===== src/rtl/cl_steer_pkg.sv =====
package cl_steer_pkg;

  // Shortest hop count between two positions on a ring of n nodes.
  function automatic int unsigned ring_dist(input int unsigned a, input int unsigned b,
                                            input int unsigned n);
    int unsigned d;
    d = (a > b) ? (a - b) : (b - a);
    return ((n - d) < d) ? (n - d) : d;
  endfunction

endpackage


===== src/rtl/steer_imbalance.sv =====
module steer_imbalance #(
  parameter int NUM_CL = 4,
  parameter int OCC_W  = 5
) (
  input  logic [NUM_CL*OCC_W-1:0] occ,
  input  logic [OCC_W-1:0]        thresh,
  output logic                    over
);
  logic [OCC_W-1:0] hi, lo;

  always_comb begin
    hi = occ[OCC_W-1:0];
    lo = occ[OCC_W-1:0];
    for (int c = 1; c < NUM_CL; c++) begin
      if (occ[c*OCC_W +: OCC_W] > hi) hi = occ[c*OCC_W +: OCC_W];
      if (occ[c*OCC_W +: OCC_W] < lo) lo = occ[c*OCC_W +: OCC_W];
    end
    over = (hi - lo) > thresh;
  end
endmodule


===== src/rtl/steer_locality.sv =====
module steer_locality
  import cl_steer_pkg::*;
#(
  parameter int NUM_CL  = 4,
  parameter int NUM_SRC = 2,
  localparam int IW     = $clog2(NUM_CL)
) (
  input  logic                      topo,
  input  logic [NUM_SRC-1:0]        src_rdy,
  input  logic [NUM_SRC*NUM_CL-1:0] src_loc,
  input  logic [NUM_SRC*IW-1:0]     src_prod,
  output logic [NUM_CL-1:0]         cand
);
  int unsigned cost [NUM_CL];
  int unsigned best_cost;
  int unsigned pend_cl;
  logic        pend;

  always_comb begin
    pend    = 1'b0;
    pend_cl = 0;
    for (int s = NUM_SRC - 1; s >= 0; s--) begin
      if (!src_rdy[s]) begin
        pend    = 1'b1;
        pend_cl = 32'(src_prod[s*IW +: IW]);
      end
    end

    for (int c = 0; c < NUM_CL; c++) begin
      int unsigned misses, far, near;
      misses = 0;
      far    = 0;
      for (int s = 0; s < NUM_SRC; s++) begin
        if (!src_loc[s*NUM_CL + c]) misses++;
        near = NUM_CL;
        for (int h = 0; h < NUM_CL; h++) begin
          if (src_loc[s*NUM_CL + h] &&
              ring_dist(32'(c), 32'(h), 32'(NUM_CL)) < near)
            near = ring_dist(32'(c), 32'(h), 32'(NUM_CL));
        end
        if (near == NUM_CL) near = 0;
        if (near > far) far = near;
      end
      cost[c] = topo ? far : misses;
    end

    best_cost = cost[0];
    for (int c = 1; c < NUM_CL; c++)
      if (cost[c] < best_cost) best_cost = cost[c];

    for (int c = 0; c < NUM_CL; c++)
      cand[c] = (cost[c] == best_cost);

    if (pend) cand = NUM_CL'(1) << pend_cl;
  end
endmodule


===== src/rtl/steer_pick.sv =====
module steer_pick #(
  parameter int NUM_CL = 4,
  parameter int OCC_W  = 5,
  localparam int IW    = $clog2(NUM_CL)
) (
  input  logic [NUM_CL-1:0]       cand,
  input  logic                    over,
  input  logic [NUM_CL*OCC_W-1:0] occ,
  output logic [IW-1:0]           sel
);
  logic [NUM_CL-1:0] eff;
  logic [OCC_W-1:0]  best_occ;
  logic              found;

  always_comb begin
    eff      = over ? {NUM_CL{1'b1}} : cand;
    sel      = '0;
    best_occ = '0;
    found    = 1'b0;
    for (int c = 0; c < NUM_CL; c++) begin
      if (eff[c] && (!found || occ[c*OCC_W +: OCC_W] < best_occ)) begin
        found    = 1'b1;
        best_occ = occ[c*OCC_W +: OCC_W];
        sel      = IW'(c);
      end
    end
  end
endmodule


===== src/rtl/cl_steer_unit.sv =====
module cl_steer_unit #(
  parameter int NUM_CL  = 4,
  parameter int NUM_SRC = 2,
  parameter int OCC_W   = 5
) (
  input  logic                               clk,
  input  logic                               rst_n,
  input  logic                               cfg_topo_mode,
  input  logic [OCC_W-1:0]                   cfg_imb_thresh,
  input  logic                               in_valid,
  output logic                               in_ready,
  input  logic [NUM_SRC-1:0]                 in_src_rdy,
  input  logic [NUM_SRC*NUM_CL-1:0]          in_src_loc,
  input  logic [NUM_SRC*$clog2(NUM_CL)-1:0]  in_src_prod,
  input  logic [NUM_CL*OCC_W-1:0]            in_occ,
  output logic                               out_valid,
  input  logic                               out_ready,
  output logic [$clog2(NUM_CL)-1:0]          out_cluster,
  output logic [NUM_SRC-1:0]                 out_copy
);
  localparam int IW = $clog2(NUM_CL);

  logic [NUM_CL-1:0]  cand;
  logic               over;
  logic [IW-1:0]      sel;
  logic [NUM_SRC-1:0] copy_need;
  logic               take;

  steer_imbalance #(.NUM_CL(NUM_CL), .OCC_W(OCC_W)) imb_i (
    .occ(in_occ), .thresh(cfg_imb_thresh), .over(over)
  );

  steer_locality #(.NUM_CL(NUM_CL), .NUM_SRC(NUM_SRC)) loc_i (
    .topo(cfg_topo_mode), .src_rdy(in_src_rdy), .src_loc(in_src_loc),
    .src_prod(in_src_prod), .cand(cand)
  );

  steer_pick #(.NUM_CL(NUM_CL), .OCC_W(OCC_W)) pick_i (
    .cand(cand), .over(over), .occ(in_occ), .sel(sel)
  );

  for (genvar s = 0; s < NUM_SRC; s++) begin : g_copy
    assign copy_need[s] = in_src_rdy[s] ? !in_src_loc[s*NUM_CL + int'(sel)]
                                        : (in_src_prod[s*IW +: IW] != sel);
  end

  assign in_ready = !out_valid || out_ready;
  assign take     = in_valid && in_ready;

  always_ff @(posedge clk or negedge rst_n) begin
    if (!rst_n) begin
      out_valid   <= 1'b0;
      out_cluster <= '0;
      out_copy    <= '0;
    end else begin
      if (take) begin
        out_valid   <= 1'b1;
        out_cluster <= sel;
        out_copy    <= copy_need;
      end else if (out_ready) begin
        out_valid   <= 1'b0;
      end
    end
  end
endmodule


===== config.mk =====
export PLATFORM = sky130hd
export DESIGN_NAME = cl_steer_unit
export DESIGN_NICKNAME = d
export VERILOG_FILES = /design/src/rtl/cl_steer_pkg.sv /design/src/rtl/steer_imbalance.sv /design/src/rtl/steer_locality.sv /design/src/rtl/steer_pick.sv /design/src/rtl/cl_steer_unit.sv
export SDC_FILE = /design/constraint.sdc
export NUM_CORES = 1
export LEC_CHECK = 0
export ABC_CLOCK_PERIOD_IN_PS = 1900
export BUFFER_PORTS_ARGS = -buffer_cell sky130_fd_sc_hd__buf_2
export CAP_MARGIN = 5
export CORE_ASPECT_RATIO = 0.9
export CORE_MARGIN = 2
export CORE_UTILIZATION = 45
export DETAILED_ROUTE_END_ITERATION = 10
export PLACE_DENSITY = 0.65
export SLEW_MARGIN = 0
export SYNTH_ARGS = -nofsm -noshare
export SYNTH_HDL_FRONTEND = slang
export SYNTH_SLANG_ARGS = --single-unit

===== constraint.sdc =====
create_clock -name clk -period 1.9 [get_ports clk]
set_input_delay 0.19 -clock clk [delete_from_list [all_inputs] [get_ports clk]]
set_output_delay 0.19 -clock clk [all_outputs]
set_load 0.01 [all_outputs]

==> results of run 1 <==
==> layout make-up <==
class	count	area, um^2	share of cell area (%)
clock buffers	4	45.04	0.7931
inverters	54	207.7	3.657
multi-input cells	434	3525	62.06
flip-flops and latches	5	125.1	2.203
well taps	96	120.1	2.115
repair buffers	234	1657	29.17
==> state kept, by name (all words and copies together) (netlist names) <==
| name | cells |
|---|---|
| out_valid | 1 |
| out_cluster | 2 |
| out_copy | 2 |
==> layer usage <==
metal	vias to the layer above	global-route usage [%]
li1	2260	-
met1	2086	37.26
met2	138	47.82
met3	25	2.765
met4	0	7.576
met5	-	0
==> layout by cell type, fill, tap and decap left out, types with 4 or more instances in the layout <==
cell type / instances
buf_4: 183
a21oi_1: 23
o21ai_1: 6
a31oi_1: 6
dfrtp_1: 5
xnor2_1: 6
mux2i_1: 21
o31ai_1: 5
inv_2: 5
conb_1: 17
nor2b_1: 10
o21ai_0: 19
a21oi_2: 11
a21o_1: 10
o21a_1: 9
nand2b_1: 9
or3_1: 5
nor3_1: 7
nand4_1: 7
nand2_1: 25
inv_1: 48
ha_1: 65
buf_2: 47
o21bai_1: 6
nand3_1: 13
ha_4: 4
and3_1: 8
nor2_1: 50
==> Yosys cell counts, types with 3 or more instances <==
master / count
ha_1: 72
inv_1: 52
nor2_1: 52
a21oi_1: 33
nand2_1: 28
mux2i_1: 24
o21ai_0: 24
nand3_1: 13
nor2b_1: 13
a21o_1: 10
and3_1: 10
o21a_1: 10
a31oi_1: 9
nand2b_1: 9
nor3_1: 8
nand4_1: 7
o21bai_1: 7
xnor2_1: 6
clkbuf_1: 5
dfrtp_1: 5
o31ai_1: 5
or3_1: 5
mux2_2: 4
a32oi_1: 3
o21ai_1: 3
xor2_1: 3
==> worst max-delay path, delay by kind of cell <==
family	cells	cell delay, ps
AOI/OAI and AO/OA	29	4750
and+or+nand+nor	18	3000
adders and majority gates	9	2530
muxes	4	830
buffers and inverters	3	190
==> logic make-up after synthesis <==
| group | count (synthesis) |
|---|---|
| AND/OR/NAND/NOR | 161 |
| AO/OA/AOI/OAI | 145 |
| adder cells (fa/ha/maj) | 73 |
| buffers and inverters | 63 |
| multiplexers | 29 |
| XOR/XNOR | 9 |
| flip-flops | 5 |
| other | 2 |
==> timing repair <==
item	CTS	global route
hold buffers	1	0
resized for setup	29	11
hold endpoints to repair	5	0
pin swaps	22	4
setup buffers	15	4
setup endpoints to repair	4	4
==> through the flow <==
step	hold slack, ps	utilization, %
floorplan	-105.6	-
global placement	5.658	70.08
detailed placement	7.004	70.08
CTS	224.9	73.68
global route	241.5	74.53
finish	228.6	74.53
==> worst paths after layout <==
path	slack (ps)	end	cells past startpoint
max	-9450	out_copy[0]	63
min	230	out_valid	2
min in group asynchronous	320	out_copy[1]	2
max in group asynchronous	1450	out_valid	2
min reg2reg	470	out_cluster[1]	2
max reg2reg	440	out_copy[1]	5
==> power by group through the flow <==
stage	combinational (mW)	sequential (mW)	clock [mW]
2_1_floorplan	4.66	0.201	0
3_3_place_gp	6.95	0.178	0
3_5_place_dp	7.24	0.181	0
4_1_cts	7.90	0.179	0.200
5_1_grt	8.92	0.184	0.202
6_report	8.26	0.179	0.193
==> impl_metrics.csv, run 1 <==
group,metric,value,unit
cts,clockBufferDepth,2,
setup_path,crit_type,"in2reg",
setup_path,arrival,11490,ps
yosys,synth-edff-count,0,
yosys,yosys_warnings,0,
setup_path,cp_data_required_time,2040,ps
yosys,avgSynthCellArea,7.343,um^2
drt,dr.pass1.iters,4,
yosys,synth_area_leaders,"ha_1 (25%), mux2i_1 (6.7%), inv_1 (5.5%)",
final_layout,n_fill_cell,597,
pwr,p_leak,2.945,nW
drt,ant_nets,0,
outcome,status,"finished, violations left",
placed_design,dp.cells,803,
drt,met1Wirelength,5842,um
drt,wire_per_inst,14.79,um
global_routing,grt_start_max_net_pins,11,
global_routing,first_global_vias,4435,
die,die_x,97.97,um
drt,drc,0,
drt,top_layer,"met4",
global_routing,antenna_found_initial,0,
cts,insertion_delay,220,ps
yosys,synth_xor_area_share,2.204,%
cts,cts.sinks,5,
setup_path,critPathLaunch,"in_occ[6]",
pwr,power-per-cell-area,1520,nW/um^2
sta,finClkSkew,2.108,ps
setup_path,rr_startpoint,"out_valid",
yosys,synth_top_family_by_area,"compound AO/OA/AOI/OAI gates",
cts,cts.clk_slew.worst_paths,30,ps
run,maxCapViolations,0,
worst_hold_path,min_from,"in_valid",
pwr,p_clk_share,2.2,%
worst_hold_path,hold_path.class,"in2reg",
pwr,p_int,4.527,mW
pwr,p_seq_share,2.1,%
pwr,switching_share,47.56,%
die,rows,30,
final_layout,diodes,0,
sta,period_minus_slack,11350,ps
yosys,yosysTopAreaCell,"ha_1",
placed_design,postPlaceCellArea,5340,um^2
yosys,yosysSeqAreaShare,3.499,%
drt,vias,4509,
sta,setup_viol,4,
outcome,violations,"negative setup slack",
drt,drtIter0Drc,153,
sta,worst_slack,-9449,ps
global_routing,grt_pass1_wl,20090,um
sta,drv_slew,0,
global_routing,grt_overflow,0,
yosys,synth_fa_ha_area_share,25.75,%
drt,met2_length,5572,um
yosys,synth_seq_cells,5,
cts,numCtsBuffers,3,
final_layout,final_nets,849,
drt,wl_met3,590,um
die,die_h,88.57,um
yosys,synthDistinctLibCells,77,
yosys,ys.flop_type,"dfrtp_1",
yosys,syn_inst,487,
pwr,power,8.632,mW
die,io_pins,50,
yosys,synth_mux_area_share,8.607,%
yosys,async_flop_share,100.0,%
setup_path,startpoint_type,"input pin",
yosys,synth_top_area_share,25.19,%
yosys,yosys.area_share.simple,22.53,%
global_routing,track_usage,27.71,%
sta,tns,-37550,ps
sta,rsz0062_at_grt,"true",
cts,tritoncts,"built",
die,initial_utilization,46.93,%
cts,cts-htree-levels,1,
sta,max_freq,88.11,MHz
drt,drt-vias-per-instance,5.452,
placed_design,globalplace.congestion,0.9157,
die,fp.dieArea,8677,um^2
pwr,ir_worst_vdd,1.015,mV
placed_design,dpl.hpwl,10020,um
die,core_area,7620,um^2
drt,routed_wl,12240,um
sta,timing.final.crit_share,597.3,%
yosys,mappedNetlistArea,3576,um^2
placed_design,pre_cts_slack,-10150,ps
setup_path,max_stage_delay,550,ps
setup_path,worstSetupEndpointType,"register",
pwr,combPwrFrac,95.7,%
pwr,switchingPower,4.105,mW
yosys,synth_compound_area_share,30.30,%
placed_design,portBuffers,49,
sta,hold_violations,0,
cts,cts-root-buf,"clkbuf_8",
setup_path,worstPathMaxFanout,6,
final_layout,instances_no_fill,827,
final_layout,layout-drive-gt1-share,42.54,%
final_layout,finish.instance_area,5679,um^2
final_layout,area_growth_syn_to_layout,58.82,%
setup_path,crit_slowest_cell,"fa_2",
Power figures use the tool's default switching activity.
==> inputs of run 2 (changes only) <==
Settings changed: RECOVER_POWER set to 100.
==> impl_metrics.csv, run 2 (synthesized netlist as in run 1, its figures left out) <==
group,metric,value,unit
final_layout,top_regs,"out_cluster x2, out_copy x2, out_valid x1",
setup_path,worstSetupPathDepth,63,
setup_path,critPathLaunch,"in_occ[6]",
global_routing,grt_pass1_wl,20090,um
sta,rsz0062_at_grt,"true",
die,fp.dieArea,8677,um^2
drt,vias,4504,
setup_path,worstSetupEndpointType,"register",
setup_path,max_stage_delay,550,ps
setup_path,crit_end,"out_copy[0]",
final_layout,final_nets,849,
drt,drtIter0Drc,153,
setup_path,worst-r2r-setup-slack,430,ps
setup_path,crit_type,"in2reg",
placed_design,dpl.hpwl,10020,um
final_layout,multi_input_area,3525,um^2
setup_path,cp_data_required_time,2040,ps
setup_path,worstPathMaxFanout,6,
drt,drc,0,
setup_path,rr_startpoint,"out_valid",
final_layout,register_area,125.1,um^2
final_layout,layout-drive-gt1-share,41.59,%
cts,insertion_delay,220,ps
cts,cts.clk_slew.worst_paths,30,ps
cts,cts.sinks,5,
pwr,p_seq_share,2.1,%
pwr,ir_worst_vdd,1.015,mV
global_routing,track_usage,27.71,%
global_routing,grt_overflow,0,
setup_path,r2r-end,"out_copy[1]",
cts,tritoncts,"built",
setup_path,crit_slowest_cell,"fa_2",
pwr,combPwrFrac,95.7,%
cts,cts-root-buf,"clkbuf_8",
die,initial_utilization,46.93,%
cts,cts-htree-levels,1,
global_routing,grt_start_max_net_pins,11,
setup_path,startpoint_type,"input pin",
worst_hold_path,hold_path.class,"in2reg",
sta,max_freq,88.11,MHz
sta,period_minus_slack,11350,ps
sta,tns,-37550,ps
final_layout,mostFrequentLayoutCell,"buf_4",
pwr,switchingPower,4.107,mW
outcome,status,"finished, violations left",
sta,setup_viol,4,
die,core_area,7620,um^2
sta,drv_slew,0,
die,die_h,88.57,um
cts,numCtsBuffers,3,
drt,wire_per_inst,14.80,um
die,die_x,97.97,um
run,maxCapViolations,0,
sta,worst_slack,-9449,ps
setup_path,arrival,11490,ps
final_layout,diodes,0,
sta,finalHoldWorstSlack,229.3,ps
sta,timing.final.crit_share,597.3,%
pwr,p_clk_share,2.2,%
die,io_pins,50,
sta,finClkSkew,2.108,ps
die,rows,30,
drt,drt-vias-per-instance,5.446,
pwr,p_leak,2.926,nW
global_routing,first_global_vias,4435,
final_layout,n_fill_cell,601,
drt,dr.pass1.iters,4,
placed_design,globalplace.congestion,0.9157,
setup_path,cp_num_buf_inv,3,
setup_path,reg2reg_depth,5,
sta,hold_violations,0,
final_layout,final_cell_mix,"buf_4 (183), ha_1 (65), nor2_1 (50), inv_1 (48), buf_2 (40)",
drt,ant_nets,0,
pwr,power-per-cell-area,1520,nW/um^2
setup_path,critPathTopFamily,"compound AO/OA/AOI/OAI gates",
global_routing,antenna_found_initial,0,
pwr,switching_share,47.64,%
cts,clockBufferDepth,2,
final_layout,area_growth_syn_to_layout,58.57,%
pwr,p_int,4.514,mW
drt,routed_wl,12240,um
outcome,violations,"negative setup slack",
placed_design,portBuffers,49,
[run 2: per-layer routing]
metal  GRT usage, %  up-vias  wire [um]
li1               -     2260          -
met1          37.26     2085       5845
met2          47.82      134       5569
met3          2.765       25        596
met4          7.576        0        229
met5              0        -          0
[run 2: per-stage QoR]
stage / util, % / instance area, um^2 / instances / power (mW) / setup WS, ps
3_3_place_gp: 70.08 / 5340 / 803 / 7.125 / -9606
6_report: 74.42 / 5670 / 827 / 8.621 / -9449
3_5_place_dp: 70.08 / 5340 / 803 / 7.416 / -10150
2_1_floorplan: - / 3804 / 502 / 4.862 / -9379
5_1_grt: 74.42 / 5670 / 827 / 9.298 / -9995
4_1_cts: 73.68 / 5614 / 823 / 8.282 / -9222
[run 2: area by class of cell]
class | instances | share of cell area [%]
well taps | 96 | 2.118
multi-input cells | 434 | 62.16
inverters | 54 | 3.663
repair buffers | 234 | 29.06
flip-flops and latches | 5 | 2.207
clock buffers | 4 | 0.7944
[run 2: worst reg2reg max path, cell delays in order, from the launching register on]
cell and delay (ps):
dfrtp_1 370, nand2b_1 160, nand2_1 280, nor4_1 430, a21oi_1 70, nand3_1 90
[run 2: how the worst min path moves through the flow]
stage / start / end / cells after the start
after floorplan: rst_n / out_cluster[0] / 0
after global placement: rst_n / out_copy[1] / 1
after detailed placement: rst_n / out_cluster[0] / 1
after CTS: in_valid / out_valid / 2
after global routing: in_valid / out_valid / 2
final: in_valid / out_valid / 2
[run 2: power by group through the flow]
| stage | Clock [mW] | Sequential, mW | Combinational (mW) |
|---|---|---|---|
| 3_5_place_dp | 0 | 0.181 | 7.24 |
| 5_1_grt | 0.202 | 0.186 | 8.91 |
| 3_3_place_gp | 0 | 0.178 | 6.95 |
| 2_1_floorplan | 0 | 0.201 | 4.66 |
| 6_report | 0.193 | 0.181 | 8.25 |
| 4_1_cts | 0.200 | 0.179 | 7.90 |
[run 2: what timing repair did]
action                     4_1_cts  5_1_grt
setup endpoints to repair        4        4
gates resized for setup         29       11
hold endpoints to repair         5        0
buffers inserted                15        4
hold buffers                     1        0
pin swaps                       22        4
==> inputs of run 3 (changes only) <==
Settings changed: PLACE_DENSITY 0.65 to 0.74.
==> impl_metrics.csv, run 3 (synthesized netlist as in run 1, its figures left out) <==
group,metric,value,unit
cts,numCtsBuffers,3,
setup_path,worst-r2r-setup-slack,340,ps
die,die_h,88.57,um
pwr,ir_worst_vdd,1.225,mV
sta,max_freq,82.69,MHz
die,initial_utilization,46.93,%
cts,cts.sinks,5,
sta,drv_slew,0,
die,core_area,7620,um^2
sta,tns,-40060,ps
final_layout,diodes,0,
setup_path,max_stage_delay,580,ps
placed_design,pre_cts_slack,-10070,ps
pwr,p_leak,3.030,nW
global_routing,antenna_found_initial,0,
setup_path,reg2reg_depth,6,
setup_path,worstSetupEndpointType,"register",
die,die_x,97.97,um
sta,setup_viol,4,
outcome,status,"finished, violations left",
cts,tritoncts,"built",
placed_design,dpl.hpwl,10720,um
final_layout,area_growth_syn_to_layout,65.36,%
setup_path,crit_type,"in2reg",
drt,wire_per_inst,19.00,um
sta,hold_violations,0,
outcome,violations,"negative setup slack",
cts,cts-root-buf,"clkbuf_8",
die,rows,30,
drt,dr.pass1.iters,7,
run,maxCapViolations,0,
die,io_pins,50,
drt,vias,5257,
die,fp.dieArea,8677,um^2
sta,worst_slack,-10190,ps
pwr,power-per-cell-area,1737,nW/um^2
final_layout,final_cell_mix,"buf_4 (197), ha_1 (64), inv_1 (48), nor2_1 (48), buf_2 (40)",
sta,timing.final.crit_share,636.5,%
sta,rsz0062_at_grt,"true",
cts,cts-htree-levels,1,
global_routing,grt_start_max_net_pins,11,
cts,clockBufferDepth,2,
final_layout,layout-drive-gt1-share,44.59,%
final_layout,mostFrequentLayoutCell,"buf_4",
cts,cts.clk_slew.worst_paths,30,ps
setup_path,cp_data_required_time,2040,ps
final_layout,top_regs,"out_cluster x2, out_copy x2, out_valid x1",
final_layout,final_nets,867,
drt,drtIter0Drc,621,
setup_path,startpoint_type,"input pin",
global_routing,track_usage,30.63,%
placed_design,portBuffers,49,
worst_hold_path,hold_path.class,"in2reg",
setup_path,worstPathMaxFanout,6,
drt,drt-vias-per-instance,6.221,
worst_hold_path,min_path_cells,2,
drt,drc,0,
pwr,power,10.27,mW
setup_path,arrival,12230,ps
drt,routed_wl,16050,um
setup_path,crit_slowest_cell,"fa_2",
sta,period_minus_slack,12090,ps
placed_design,globalplace.congestion,0.9522,
drt,ant_nets,0,
global_routing,first_global_vias,5009,
global_routing,grt_overflow,0,
sta,finClkSkew,2.307,ps
cts,insertion_delay,220,ps
global_routing,grt_pass1_wl,22380,um
[run 3: power by group]
group / internal (mW) / switching (mW) / leakage, nW / total, mW
Combinational: 4.80 / 5.09 / 2.95 / 9.89
Clock: 0.144 / 0.0538 / 0.0228 / 0.198
Sequential: 0.157 / 0.0270 / 0.0591 / 0.184
[run 3: layout make-up]
| class | instances | area [um^2] |
|---|---|---|
| clock buffers | 4 | 45.04 |
| fillers | 487 | 1707 |
| inverters | 54 | 207.7 |
| repair buffers | 252 | 1794 |
| well taps | 96 | 120.1 |
| multi-input cells | 434 | 3621 |
| flip-flops and latches | 5 | 125.1 |
[run 3: what timing repair did]
| item | 4_1_cts | 5_1_grt |
|---|---|---|
| hold endpoints to repair | 5 | 0 |
| endpoints found under the setup margin | 4 | 4 |
| gates resized for setup | 27 | 33 |
| pin swaps | 34 | 24 |
| hold buffers | 1 | 0 |
| buffers inserted | 15 | 11 |
[run 3: path summary, 6_finish.rpt]
kind	end	from
max	out_copy[0]	in_occ[6]
min reg2reg	out_cluster[0]	out_cluster[0]
min in group asynchronous	out_cluster[1]	rst_n
max in group asynchronous	out_valid	rst_n
max reg2reg	out_copy[1]	out_valid
min	out_valid	in_valid
[run 3: layer usage]
metal	vias to the layer above	track usage, %	wire [um]
li1	2304	-	-
met1	2404	37.09	6061
met2	407	57.29	7488
met3	142	2.844	1456
met4	0	10.73	1047
met5	-	0	0
[run 3: critical path, delay by kind of cell]
family	cells	cell delay, ps
muxes	5	1440
adders and majority gates	9	2340
AOI/OAI and AO/OA	27	4780
buffers and inverters	8	980
and+or+nand+nor	17	2500
[run 3: metrics by stage]
stage	area [um^2]	hold WS, ps	cells	utilization [%]
after detailed placement	5430	10.08	815	71.26
after CTS	5702	233.3	835	74.83
final	5913	241.6	845	77.60
after floorplan	3804	-105.6	502	-
after global placement	5430	5.437	815	71.26
after global routing	5913	238.4	845	77.60
